==> config.mk <==
export PLATFORM = sky130hd
export DESIGN_NAME = bidir_xcvr_reg
export DESIGN_NICKNAME = d
export VERILOG_FILES = /design/src/rtl/xcvr_pkg.sv /design/src/rtl/xcvr_store.sv /design/src/rtl/xcvr_drive_ctrl.sv /design/src/rtl/bidir_xcvr_reg.sv
export SDC_FILE = /design/constraint.sdc
export NUM_CORES = 1
export LEC_CHECK = 0
export BUFFER_PORTS_ARGS = -buffer_cell sky130_fd_sc_hd__buf_2
export CORE_UTILIZATION = 41
export CTS_BUF_LIST = sky130_fd_sc_hd__clkbuf_4 sky130_fd_sc_hd__clkbuf_8
export CTS_CLUSTER_SIZE = 28
export DETAILED_ROUTE_END_ITERATION = 7
export GPL_TIMING_DRIVEN = 0
export PLACE_DENSITY = 0.72
export SLEW_MARGIN = 30
export SYNTH_ARGS = -nofsm -noshare
export SYNTH_HDL_FRONTEND = slang
export SYNTH_SLANG_ARGS = --single-unit
export TNS_END_PERCENT = 50
==> constraint.sdc <==
create_clock -name clk -period 1.16 [get_ports clk]
set_input_delay 0 -clock clk [delete_from_list [all_inputs] [get_ports clk]]
set_output_delay 0 -clock clk [all_outputs]
set_load 0.05 [all_outputs]
==> src/rtl/xcvr_pkg.sv <==
package xcvr_pkg;

    typedef enum logic [1:0] {
        ST_PASS = 2'd0,
        ST_HOLD = 2'd1,
        ST_EDGE = 2'd2
    } store_mode_e;

    function automatic store_mode_e pick_mode(input logic pass, input logic rise);
        if (pass)      return ST_PASS;
        else if (rise) return ST_EDGE;
        else           return ST_HOLD;
    endfunction

endpackage

==> src/rtl/xcvr_store.sv <==
module xcvr_store #(
    parameter int WIDTH = 8
) (
    input  logic             clk,
    input  logic             rst_n,
    input  logic             pass_en,
    input  logic             strobe,
    input  logic [WIDTH-1:0] src,
    output logic [WIDTH-1:0] held
);
    import xcvr_pkg::*;

    typedef struct packed {
        logic [WIDTH-1:0] data;
        logic             strobe_prev;
    } store_t;

    store_t      st_d, st_q;
    store_mode_e mode;

    always_comb begin
        st_d             = st_q;
        st_d.strobe_prev = strobe;
        mode             = pick_mode(pass_en, strobe & ~st_q.strobe_prev);
        case (mode)
            ST_PASS, ST_EDGE: st_d.data = src;
            default:          st_d.data = st_q.data;
        endcase
    end

    always_ff @(posedge clk or negedge rst_n) begin
        if (!rst_n) st_q <= '0;
        else        st_q <= st_d;
    end

    assign held = st_q.data;

    // pass-through follows source one clock later
    a_r3_pass_follows: assert property (@(posedge clk) disable iff (!rst_n)
        pass_en |=> (held == $past(src)));

    // rising strobe in capture mode loads the source
    a_r5_edge_loads: assert property (@(posedge clk) disable iff (!rst_n)
        (!pass_en && strobe && !st_q.strobe_prev) |=> (held == $past(src)));

    // no rising strobe in capture mode keeps the value
    a_r4_hold_static: assert property (@(posedge clk) disable iff (!rst_n)
        (!pass_en && !(strobe && !st_q.strobe_prev)) |=> $stable(held));

endmodule

==> src/rtl/xcvr_drive_ctrl.sv <==
module xcvr_drive_ctrl (
    input  logic clk,
    input  logic rst_n,
    input  logic drive_en_n,
    input  logic dir_a2b,
    output logic drv_a,
    output logic drv_b
);
    typedef struct packed {
        logic a;
        logic b;
    } drv_t;

    drv_t drv_d, drv_q;

    always_comb begin
        drv_d.a = !drive_en_n && !dir_a2b;
        drv_d.b = !drive_en_n &&  dir_a2b;
    end

    always_ff @(posedge clk or negedge rst_n) begin
        if (!rst_n) drv_q <= '0;
        else        drv_q <= drv_d;
    end

    assign drv_a = drv_q.a;
    assign drv_b = drv_q.b;

    // isolation disables both sides
    a_r1_isolate: assert property (@(posedge clk) disable iff (!rst_n)
        drive_en_n |=> (!drv_a && !drv_b));

    // direction selects the driven side
    a_r2_drive_b: assert property (@(posedge clk) disable iff (!rst_n)
        (!drive_en_n && dir_a2b) |=> (drv_b && !drv_a));

    a_r2_drive_a: assert property (@(posedge clk) disable iff (!rst_n)
        (!drive_en_n && !dir_a2b) |=> (drv_a && !drv_b));

endmodule

==> src/rtl/bidir_xcvr_reg.sv <==
module bidir_xcvr_reg #(
    parameter int WIDTH = 8
) (
    input  logic             clk,
    input  logic             rst_n,
    input  logic             drive_en_n,
    input  logic             dir_a2b,
    input  logic             pass_en,
    input  logic             strobe_a2b,
    input  logic             strobe_b2a,
    input  logic [WIDTH-1:0] a_pad_i,
    output logic [WIDTH-1:0] a_pad_o,
    output logic [WIDTH-1:0] a_pad_oe,
    input  logic [WIDTH-1:0] b_pad_i,
    output logic [WIDTH-1:0] b_pad_o,
    output logic [WIDTH-1:0] b_pad_oe
);
    logic drv_a, drv_b;

    xcvr_store #(.WIDTH(WIDTH)) u_store_a2b (
        .clk     (clk),
        .rst_n   (rst_n),
        .pass_en (pass_en),
        .strobe  (strobe_a2b),
        .src     (a_pad_i),
        .held    (b_pad_o)
    );

    xcvr_store #(.WIDTH(WIDTH)) u_store_b2a (
        .clk     (clk),
        .rst_n   (rst_n),
        .pass_en (pass_en),
        .strobe  (strobe_b2a),
        .src     (b_pad_i),
        .held    (a_pad_o)
    );

    xcvr_drive_ctrl u_drive (
        .clk        (clk),
        .rst_n      (rst_n),
        .drive_en_n (drive_en_n),
        .dir_a2b    (dir_a2b),
        .drv_a      (drv_a),
        .drv_b      (drv_b)
    );

    for (genvar i = 0; i < WIDTH; i++) begin : g_pad_oe
        assign a_pad_oe[i] = drv_a;
        assign b_pad_oe[i] = drv_b;
    end

    // the A-to-B register ignores the B-to-A strobe in capture mode
    a_r6_dir_indep: assert property (@(posedge clk) disable iff (!rst_n)
        (!pass_en && $stable(strobe_a2b)) |=> $stable(b_pad_o));

endmodule

# == Yosys cells after proc, flatten, opt, wreduce, memory -nomap -nowiden ==
# Index checks and enable logic that the tools add are counted.
# classes
n_addsub,0
mul,0
n_div,0
magnitude_cmp,0
eq_ne,2
shifts,0
mux,4
bitwise,4
n_reduce_logical,8
# op_table
op,count
$mux W2,4
$eq A2 B2 Y1 const B,2
$logic_not A2 Y1,2
$reduce_or A2 Y1,2
$and A1 B1 Y1,2
$logic_and A1 B1 Y1,2
$logic_not A1 Y1,2
$not A1 Y1,2
# word_totals
regBits,20
latchBits,0
mem_bits_rw,0
mem_bits_ro,0
inputBits,23
out_inout_bits,32
elab_cells,24
memories,0

# == Logic depth before layout (Yosys ltp) ==
# Gate-level depths: netlist (run 1).
# depth
depth_word,6
ltp_mapped,3
mapped_depth_nobuf,3

# == Modules after synthesis ==
# From an unflattened synthesis (run 1), not the netlist that was laid out.
# hier_totals
hier_cells,74
hier_area_um2,973.4
# by_module_without_submodules
module,instances,cells_per_inst,area_each_um2,seq_area_each_um2
xcvr_store,2,27,395.4,225.2
bidir_xcvr_reg,1,16,120.1,0.0
xcvr_drive_ctrl,1,4,62.6,50.0

# == Worst setup path before layout (run 1) ==
# No wires, ideal clock.
# synth_timing
path_kind,flip-flop to flip-flop
from,reg u_store_a2b.st_q[0] (netlist name)
to,"reg u_store_a2b.st_q, in the netlist u_store_a2b.held[0]"
setup_time_ns,0.125
arrival_time_ns,0.943
required_time_ns,1.035
path_slack_ns,0.092
stages_incl_launch_ff,4
n_path_buf,0
synth_period_minus_slack_ns,1.068
path_cell_list,dfrtp_1 -> inv_1 -> a21oi_4 -> mux2_2
# synth_between
elab_chain_len,6
elab_cells_between_ends,7
cone_classes,eq/ne (1); mux (2); bitwise (2); reduce/logical (2)
# synth_rtl
element,line,source
"start, declared",xcvr_store.sv:18,"store_t st_d, st_q;"
"start signal, assigned",xcvr_store.sv:33,else st_q <= st_d;
$not A1 Y1 *,xcvr_store.sv:24,"mode = pick_mode(pass_en, strobe & ~st_q.strobe_prev);"
$and A1 B1 Y1 *,xcvr_store.sv:24,
$mux W2 *,xcvr_pkg.sv:11,else if (rise) return ST_EDGE;
$mux W2 *,xcvr_pkg.sv:10,if (pass) return ST_PASS;
$eq A2 B2 Y1 or $logic_not A2 Y1 (tied branches),xcvr_store.sv:25,case (mode)
$reduce_or A2 Y1 *,xcvr_store.sv:25,
# Mark *: on every way between the ends. The rest lies on a longest branch, timed or not.
# A chain may end at the register's enable or synchronous reset.

# == Worst setup path in the final report (run 1) ==
# layout_timing
from,reg u_store_a2b.st_q[0] (netlist name)
to,"reg u_store_a2b.st_q, in the netlist u_store_a2b.held[7]"
# The elaborated chain is that of the path after synthesis.

==> impl_metrics.ini, run 1 <==
[global_routing]
grt_max_degree = 21
antenna_found_initial = 0
first_global_vias = 679
wire_length_of_the_first_global_routing_pass_um = 2840
grtUsageTotal_pct = 15.1
aggregate_global_routing_overflow = 0

[drt]
top_signal_layer_used = met4
met3WireLength_um = 118
met2WireLength_um = 1070
vias = 761
firstDrtPassIters = 2
routed_wire_length_per_instance_um = 10.6
ant_nets = 0
detail_route.wirelength_um = 1950
drt-vias-per-instance = 4.14
drc_errors = 0
detailedRoute.firstIterationViolations = 1
met1Wirelength_um = 739

[synth]
ys_seq_area_share_pct = 51.5
netlist-cell-type-count = 7
synthDominantAreaCellType = sky130_fd_sc_hd__dfrtp_1
count_of_synthesis_stage_warnings_from_yosys = 0
syn-instance-count = 74
synth_top_area_share_pct = 51.5
post_synth.cell_area_avg_sq_um = 13.1
biggest_area_contributors_in_the_synthesized_netlist = sky130_fd_sc_hd__dfrtp_1 (52%), sky130_fd_sc_hd__buf_4 (25%), sky130_fd_sc_hd__mux2_2 (19%)
mappedNetlistNets = 97
postSynthRegisterBits = 20
syn-cell-area_sq_um = 971

[layout]
num-nets-final = 180
multi_input_comb_area_sq_um = 245
drive_above_1_share_pct = 72.4
area.growth.synth_to_final_pct = 64.6
number_of_fillers_in_the_final_layout = 168
number_of_diodes_added_for_antenna_fixing = 0
final_core_utilization_pct = 72.2
seqCellArea_sq_um = 503

[sta]
shortest_clock_period_the_worst_path_allows_after_layout_ns = 1.16
slew_viol_final = 0
postLayoutSetupSlackWorst_ns = -0.00352
whs_ns = 0.109
worst_pin_slew_ns = 0.430
unrepaired_setup_endpoints_after_global_routing = yes
final_hold_viol_count = 0
tcrit_tclk_final_pct = 100
setup_tns_ns = -0.00504
finalSetupViolations = 2
finalClockSkew_ns = 0.00434
max_clock_freq_mhz = 859
relSlewSlack_pct = 71.4

[pwr]
ir_drop_worst_case_vdd_v = 0.00103
power.leakage_uw = 0.000856
power_density_relative_to_cell_area_nw_per_um2 = 1220

[floorplan]
initial_util_pct = 43.9
die_h_um = 50.7
num_rows = 17
fp.dieArea_sq_um = 2570
placeableCoreArea_sq_um = 2210
io_pins = 55
die_x_um = 50.7

[clock_network]
htree_levels = 1
cts_tree = built
clock-root-buffer = sky130_fd_sc_hd__clkbuf_4
clk_path_buf_depth = 2
number_of_buffers_created_by_cts = 3
clkLatencyLatePin_ns = 0.29
number_of_sinks_driven_by_the_clock_tree = 20
clk_pin_slew_ns = 0.11

[worst_hold_path]
min_from = pass_en
min-delay-path-class = in -> reg

[place]
post-dp-hpwl_um = 1200
number_of_buffers_added_on_ports = 54
gp_congestion = 0.632

[setup_path]
category_of_the_critical_setup_timing_path = reg -> reg
worst_ep_required_time_ns = 1.35
worst_setup_path_start_kind = register
r2r_startpoint = u_store_a2b.st_q[0]$_DFF_PN0_
critPathCaptureType = register
critical_path_arrival_ns = 1.35
worstPathMaxFanout = 7
startpoint = u_store_a2b.st_q[0]$_DFF_PN0_

[outcome]
run_status = finished, violations left
violations = negative setup slack

[job]
max_cap_violations = 0
## layout make-up
type | count | share of cell area (%)
Tap cell | 28 | 2.19
Sequential cell | 20 | 31.5
Clock buffer | 4 | 2.27
Timing Repair Buffer | 78 | 33.2
Multi-Input combinational cell | 20 | 15.3
Inverter | 2 | 0.470
Buffer | 32 | 15.0
## registers in the layout (all words and copies together), names as in the netlist
signal            cells
u_store_b2a.st_q      1
u_drive.drv_b         1
u_store_b2a.held      8
u_store_a2b.held      8
u_store_a2b.st_q      1
u_drive.drv_a         1
## per-layer routing
layer	vias up	GRT usage [%]
met5	-	0
met4	0	5.56
met3	2	3.33
met2	36	28.2
met1	350	16.4
li1	373	-
## cell usage in the layout, fill, tap and decap left out
cell and count:
sky130_fd_sc_hd__inv_1 1, sky130_fd_sc_hd__a21oi_4 2, sky130_fd_sc_hd__mux2_4 6, sky130_fd_sc_hd__dlygate4sd3_1 22
sky130_fd_sc_hd__buf_4 32, sky130_fd_sc_hd__nor2_1 1, sky130_fd_sc_hd__nor2b_1 1, sky130_fd_sc_hd__buf_2 54
sky130_fd_sc_hd__clkbuf_8 1, sky130_fd_sc_hd__clkbuf_4 3, sky130_fd_sc_hd__dfrtp_1 18, sky130_fd_sc_hd__buf_12 2
sky130_fd_sc_hd__dfrtp_2 2, sky130_fd_sc_hd__inv_2 1, sky130_fd_sc_hd__mux2_2 10
## metrics by stage
step / instances / setup slack (ns) / power (uW) / instance area [sq um]
floorplan: 74 / 0.0920 / 1320 / 971
global placement: 156 / 0.0215 / 1450 / 1280
detailed placement: 156 / -0.0126 / 1460 / 1280
CTS: 183 / 0.0129 / 1940 / 1560
global route: 184 / -0.0270 / 2020 / 1600
finish: 184 / -0.00352 / 1940 / 1600
## what timing repair did
| action | 4_1_cts | 5_1_grt |
|---|---|---|
| endpoints found under the setup margin | 32 | 9 |
| hold endpoints to repair | 40 | 0 |
| hold buffers | 22 | 0 |
| gates resized for setup | 2 | 7 |
| pin swaps | 2 | 1 |
| buffers inserted | 1 | 1 |
## power by group
part / internal [uW] / switching (uW)
Sequential: 761 / 38.3
Clock: 191 / 206
Combinational: 316 / 431
Total: 1270 / 675
## cell families after synthesis
logic type | synth area share (%)
AOI/OAI and AO/OA | 3.35
buffers and inverters | 25.5
DFF | 51.5
muxes | 18.6
and+or+nand+nor | 1.03
## final timing paths
path | to | slack [ns] | cells after the start
max | u_store_a2b.held[7]$_DFFE_PN0P_ | -0.004 | 4
min | u_store_a2b.held[5]$_DFFE_PN0P_ | 0.11 | 3
max reg2reg | u_store_a2b.held[7]$_DFFE_PN0P_ | -0.004 | 4
min reg2reg | u_store_a2b.held[0]$_DFFE_PN0P_ | 0.52 | 1
max in group asynchronous | u_drive.drv_a$_DFF_PN0_ | 0.66 | 2
min in group asynchronous | u_store_a2b.held[4]$_DFFE_PN0P_ | 0.17 | 2
## cell usage after synthesis
master and instances:
sky130_fd_sc_hd__a21oi_4 2, sky130_fd_sc_hd__buf_4 32, sky130_fd_sc_hd__dfrtp_1 20, sky130_fd_sc_hd__inv_1 2, sky130_fd_sc_hd__mux2_2 16, sky130_fd_sc_hd__nor2_1 1
sky130_fd_sc_hd__nor2b_1 1
## critical path, cell delays in order (launching register included)
cell                      delay, ns
sky130_fd_sc_hd__dfrtp_1       0.36
sky130_fd_sc_hd__inv_2         0.04
sky130_fd_sc_hd__a21oi_4       0.18
sky130_fd_sc_hd__buf_12        0.15
sky130_fd_sc_hd__mux2_2        0.33
No activity file was read; power rests on OpenSTA's default activity.
==> run 2, diff against run 1 <==
Settings changed: CORE_MARGIN set to 10, GPL_ROUTABILITY_DRIVEN set to 0.
==> run 2 against run 1 <==
The flow now finishes without violations. Total power is 0.54% higher. Combinational power is 2% higher. Maximum frequency is 1.7% higher. Wire length is 25% higher. First-iteration DRC count grew to 4.0 times the previous value. Non-clock buffer count stayed put. Global-route usage is 4.9 points lower.
==> impl_metrics.ini, run 2 (synthesis results as in run 1) <==
[outcome]
run_status = finished clean

[drt]
drc_errors = 0
detail_route.wirelength_um = 2430
firstDrtPassIters = 2
detailedRoute.firstIterationViolations = 4
ant_nets = 0
vias = 751
drt-vias-per-instance = 4.08
routed_wire_length_per_instance_um = 13.2

[layout]
layout.cells.most_common = sky130_fd_sc_hd__buf_4
num-nets-final = 180
area.growth.synth_to_final_pct = 67.0
stdcell_count = 184
final_core_utilization_pct = 72.6
drive_above_1_share_pct = 72.4
number_of_fillers_in_the_final_layout = 160
number_of_diodes_added_for_antenna_fixing = 0
layout_common_cells = sky130_fd_sc_hd__buf_4 (46), sky130_fd_sc_hd__buf_2 (40), sky130_fd_sc_hd__dlygate4sd3_1 (22)

[sta]
worst_pin_slew_ns = 0.449
unrepaired_setup_endpoints_after_global_routing = yes
shortest_clock_period_the_worst_path_allows_after_layout_ns = 1.14
max_clock_freq_mhz = 874
tcrit_tclk_final_pct = 98.6
final_hold_viol_count = 0
finalClockSkew_ns = 0.00494
finalSetupViolations = 0
relSlewSlack_pct = 70.1
postLayoutSetupSlackWorst_ns = 0.0161
slew_viol_final = 0

[setup_path]
worst_path_bufs_invs = 3
timing.reg2reg.worst_path_depth = 4
r2r_startpoint = u_store_a2b.st_q[0]$_DFF_PN0_
ff2ff_setup_slack_ns = 0.03
critPathCaptureType = register
worst_setup_path_start_kind = input pin
category_of_the_critical_setup_timing_path = in -> reg
worst_ep_required_time_ns = 1.35
capture_point_of_the_worst_reg_to_reg_path = u_store_a2b.held[3]$_DFFE_PN0P_
timing.critical_path.cells = dlygate4sd3_1, buf_2, a21oi_4, buf_12, mux2_2
worstPathMaxFanout = 8
crit_path_max_incr_delay_ns = 0.53
cpLargestDelayFamily = buffers and inverters
critical_path_arrival_ns = 1.33
cpMaxStageDelayCell = sky130_fd_sc_hd__dlygate4sd3_1

[global_routing]
first_global_vias = 812
antenna_found_initial = 0
grt_max_degree = 21
aggregate_global_routing_overflow = 0
wire_length_of_the_first_global_routing_pass_um = 3590
grtUsageTotal_pct = 10.2

[job]
max_cap_violations = 0

[floorplan]
initial_util_pct = 43.5
io_pins = 55
fp.dieArea_sq_um = 4710
die_x_um = 68.7
placeableCoreArea_sq_um = 2230
die_h_um = 68.7
num_rows = 17

[worst_hold_path]
min-delay-path-class = in -> async

[place]
dp_worst_setup_slack_ns = -0.0147
post-dp-hpwl_um = 1820
number_of_buffers_added_on_ports = 54
dp_cells = 156

[clock_network]
htree_levels = 1
clock-root-buffer = sky130_fd_sc_hd__clkbuf_4
clkLatencyLatePin_ns = 0.30
number_of_buffers_created_by_cts = 3
cts_tree = built
clk_path_buf_depth = 2
clk_pin_slew_ns = 0.11
number_of_sinks_driven_by_the_clock_tree = 20

[pwr]
power_density_relative_to_cell_area_nw_per_um2 = 1200
power.leakage_uw = 0.000849
ir_drop_worst_case_vdd_v = 0.000901
run 2: worst max path at each step:
stage / from / end / slack (ns) / depth (start not counted)
detailed placement: u_store_a2b.st_q[0]$_DFF_PN0_ / u_store_a2b.held[2]$_DFFE_PN0P_ / -0.01 / 3
finish: strobe_a2b / u_store_a2b.held[3]$_DFFE_PN0P_ / 0.02 / 5
global placement: u_store_b2a.st_q[0]$_DFF_PN0_ / u_store_b2a.held[4]$_DFFE_PN0P_ / 0.03 / 3
CTS: u_store_b2a.st_q[0]$_DFF_PN0_ / u_store_b2a.held[6]$_DFFE_PN0P_ / -0.003 / 3
floorplan: u_store_a2b.st_q[0]$_DFF_PN0_ / u_store_a2b.held[0]$_DFFE_PN0P_ / 0.09 / 3
global route: u_store_a2b.st_q[0]$_DFF_PN0_ / u_store_a2b.held[0]$_DFFE_PN0P_ / -0.03 / 4
run 2: what timing repair did:
action | in CTS | in global routing
setup endpoints to repair | 32 | 30
endpoints found under the hold margin | 40 | 0
resized for setup | 3 | 17
pin swaps | 2 | 1
cloned | 0 | 0
buffers inserted | 1 | 1
hold buffers | 22 | 0
run 2: metal layers:
metal  wire (um)  GRT usage [%]
met5           0              0
met1         702           7.50
met3         327           4.99
met2        1380           20.7
met4          19           4.52
run 2: report_power, final:
part	internal (uW)	switching (uW)	total (uW)
combinational	324	436	760
clock	191	204	395
sequential	760	36.6	797
total	1280	677	1950
run 2: area by class of cell:
class | instances | area, sq um | area share (%)
buffer | 32 | 240 | 14.8
clock buffer | 4 | 36.3 | 2.24
inverter | 2 | 7.51 | 0.463
multi-input combinational | 20 | 234 | 14.4
sequential | 20 | 503 | 31.0
tap | 28 | 35.0 | 2.16
timing repair buffer | 78 | 566 | 34.9
run 2: stage by stage:
step / area [sq um] / setup TNS (ns) / total power, uW / hold slack, ns
finish: 1620 / 0 / 1950 / 0.171
global route: 1620 / -0.141 / 2050 / 0.192
CTS: 1560 / -0.00304 / 1940 / 0.153
detailed placement: 1280 / -0.0709 / 1480 / -0.0309
global placement: 1280 / 0 / 1460 / -0.0393
floorplan: 971 / 0 / 1320 / -0.296
==> run 3, diff against run 2 <==
Settings changed: CELL_PAD_IN_SITES_DETAIL_PLACEMENT set to 0, CELL_PAD_IN_SITES_GLOBAL_PLACEMENT set to 1, CORE_UTILIZATION 41 to 33, PLACE_DENSITY 0.72 to 0.77.
==> run 3 against run 2 <==
Total power rose by 9.8%. Final cell count rose by 1.6%. Global-route usage fell by 1.6 points. Count of clock-buffer cells in the layout fell by 1. Worst setup slack improved by 0.012 ns. Core utilization fell by 13 points. Sequential share of layout area fell by 0.68 points. Non-clock buffer count did not move. Wire length rose by 4.5%. Largest power group unchanged. Sequential power barely moved.
==> impl_metrics.ini, run 3 (synthesis results as in run 1) <==
[outcome]
run_status = finished clean

[setup_path]
cpMaxStageDelayCell = sky130_fd_sc_hd__dfrtp_1
timing.critical_path.cells = inv_2, a21oi_4, buf_12, mux2_2
critPathCaptureType = register
critical_path_arrival_ns = 1.34
crit_path_max_incr_delay_ns = 0.36
worstPathMaxFanout = 8
worst_setup_path_start_kind = register
category_of_the_critical_setup_timing_path = reg -> reg
worst_ep_required_time_ns = 1.36

[drt]
drc_errors = 0
detail_route.wirelength_um = 2540
drt-vias-per-instance = 4.06
met2WireLength_um = 1460
met3WireLength_um = 221
vias = 759
top_signal_layer_used = met4
firstDrtPassIters = 2
detailedRoute.firstIterationViolations = 24
ant_nets = 0
routed_wire_length_per_instance_um = 13.6
met1Wirelength_um = 850

[place]
dp_cells = 159
post-dp-hpwl_um = 1760
number_of_buffers_added_on_ports = 54

[floorplan]
fp.dieArea_sq_um = 5510
die_x_um = 74.2
die_h_um = 74.2
num_rows = 19
placeableCoreArea_sq_um = 2780
initial_util_pct = 34.9
io_pins = 55

[sta]
setup_tns_ns = 0
max_clock_freq_mhz = 883
worst_pin_slew_ns = 0.431
relSlewSlack_pct = 71.3
finalClockSkew_ns = 0.00810
final_hold_viol_count = 0
finalSetupViolations = 0
shortest_clock_period_the_worst_path_allows_after_layout_ns = 1.13
tcrit_tclk_final_pct = 97.6
whs_ns = 0.148
slew_viol_final = 0

[global_routing]
first_global_vias = 796
grt_max_degree = 21
grtUsageTotal_pct = 8.61
aggregate_global_routing_overflow = 0
antenna_found_initial = 0
wire_length_of_the_first_global_routing_pass_um = 3670

[clock_network]
clk_path_buf_depth = 2
number_of_sinks_driven_by_the_clock_tree = 20
number_of_buffers_created_by_cts = 3
clock-root-buffer = sky130_fd_sc_hd__clkbuf_4
cts_tree = built
clk_pin_slew_ns = 0.12
clkLatencyLatePin_ns = 0.30
htree_levels = 1

[layout]
area.growth.synth_to_final_pct = 70.7
number_of_fillers_in_the_final_layout = 246
number_of_diodes_added_for_antenna_fixing = 0
layout.cells.most_common = sky130_fd_sc_hd__buf_4
drive_above_1_share_pct = 72.4
layout_common_cells = sky130_fd_sc_hd__buf_4 (48), sky130_fd_sc_hd__buf_2 (38), sky130_fd_sc_hd__dlygate4sd3_1 (22)
num-nets-final = 180
stdcell_count = 187

[pwr]
cell_internal_pwr_uw = 1440
net-switching-power_uw = 700
total_power_uw = 2140
clkPwrFrac_pct = 26.6
ir_drop_worst_case_vdd_v = 0.00102
power_density_relative_to_cell_area_nw_per_um2 = 1290
power.leakage_uw = 0.000869
pwr-share-comb_pct = 36.1
switching_share_pct = 32.7
seq_power_share_pct = 37.3

[worst_hold_path]
min-delay-path-class = in -> async

[job]
max_cap_violations = 0
## run 3: power groups by stage
stage	Clock (uW)	Sequential, uW	Combinational (uW)
finish	571	799	773
global route	627	807	814
CTS	590	797	725
detailed placement	0	810	667
global placement	0	804	659
floorplan	0	799	520
## run 3: path summary, 6_finish.rpt
| kind | start | slack, ns | cells past startpoint | endpoint |
|---|---|---|---|---|
| min in group clk | pass_en | 0.22 | 4 | u_store_a2b.held[2]$_DFFE_PN0P_ |
| max reg2reg | u_store_a2b.st_q[0]$_DFF_PN0_ | 0.03 | 4 | u_store_a2b.held[4]$_DFFE_PN0P_ |
| max in group asynchronous | rst_n | 0.68 | 2 | u_drive.drv_b$_DFF_PN0_ |
| max | u_store_a2b.st_q[0]$_DFF_PN0_ | 0.03 | 4 | u_store_a2b.held[4]$_DFFE_PN0P_ |
| min | rst_n | 0.15 | 2 | u_store_a2b.held[4]$_DFFE_PN0P_ |
| min reg2reg | u_store_a2b.held[6]$_DFFE_PN0P_ | 0.52 | 1 | u_store_a2b.held[6]$_DFFE_PN0P_ |
## run 3: critical path: cells and delay by family (launching register included)
| kind | cells | cell delay (ns) |
|---|---|---|
| mux | 1 | 0.33 |
| buf+inv | 2 | 0.18 |
| flops | 1 | 0.36 |
| compound gates | 1 | 0.15 |
## run 3: layout make-up
class | instances | area, sq um | area share [%]
Inverter | 2 | 7.51 | 0.453
Buffer | 32 | 240 | 14.5
Sequential cell | 20 | 503 | 30.3
Tap cell | 31 | 38.8 | 2.34
Timing Repair Buffer | 78 | 571 | 34.4
Clock inverter | 1 | 30.0 | 1.81
Multi-Input combinational cell | 20 | 245 | 14.8
Clock buffer | 3 | 22.5 | 1.36
## run 3: stage by stage
step	utilization (%)	cell area, sq um	setup WS, ns
detailed placement	46.0	1280	-0.0113
global placement	46.0	1280	0.0127
floorplan	-	971	0.0920
global route	59.6	1660	-0.00560
CTS	55.9	1560	-0.0105
finish	59.6	1660	0.0280
## run 3: timing repair
action                                  CTS  global route
buffers inserted                          0             2
hold buffers                             22             0
pin swaps                                 2             2
endpoints found under the hold margin    40             0
resized for setup                         2            26
endpoints found under the setup margin   32            32
## run 3: metal layers
| metal | vias to the layer above | global-route usage, % |
|---|---|---|
| met5 | - | 0 |
| met4 | 0 | 3.66 |
| met3 | 2 | 3.72 |
| met2 | 25 | 16.3 |
| met1 | 358 | 7.79 |
| li1 | 374 | - |
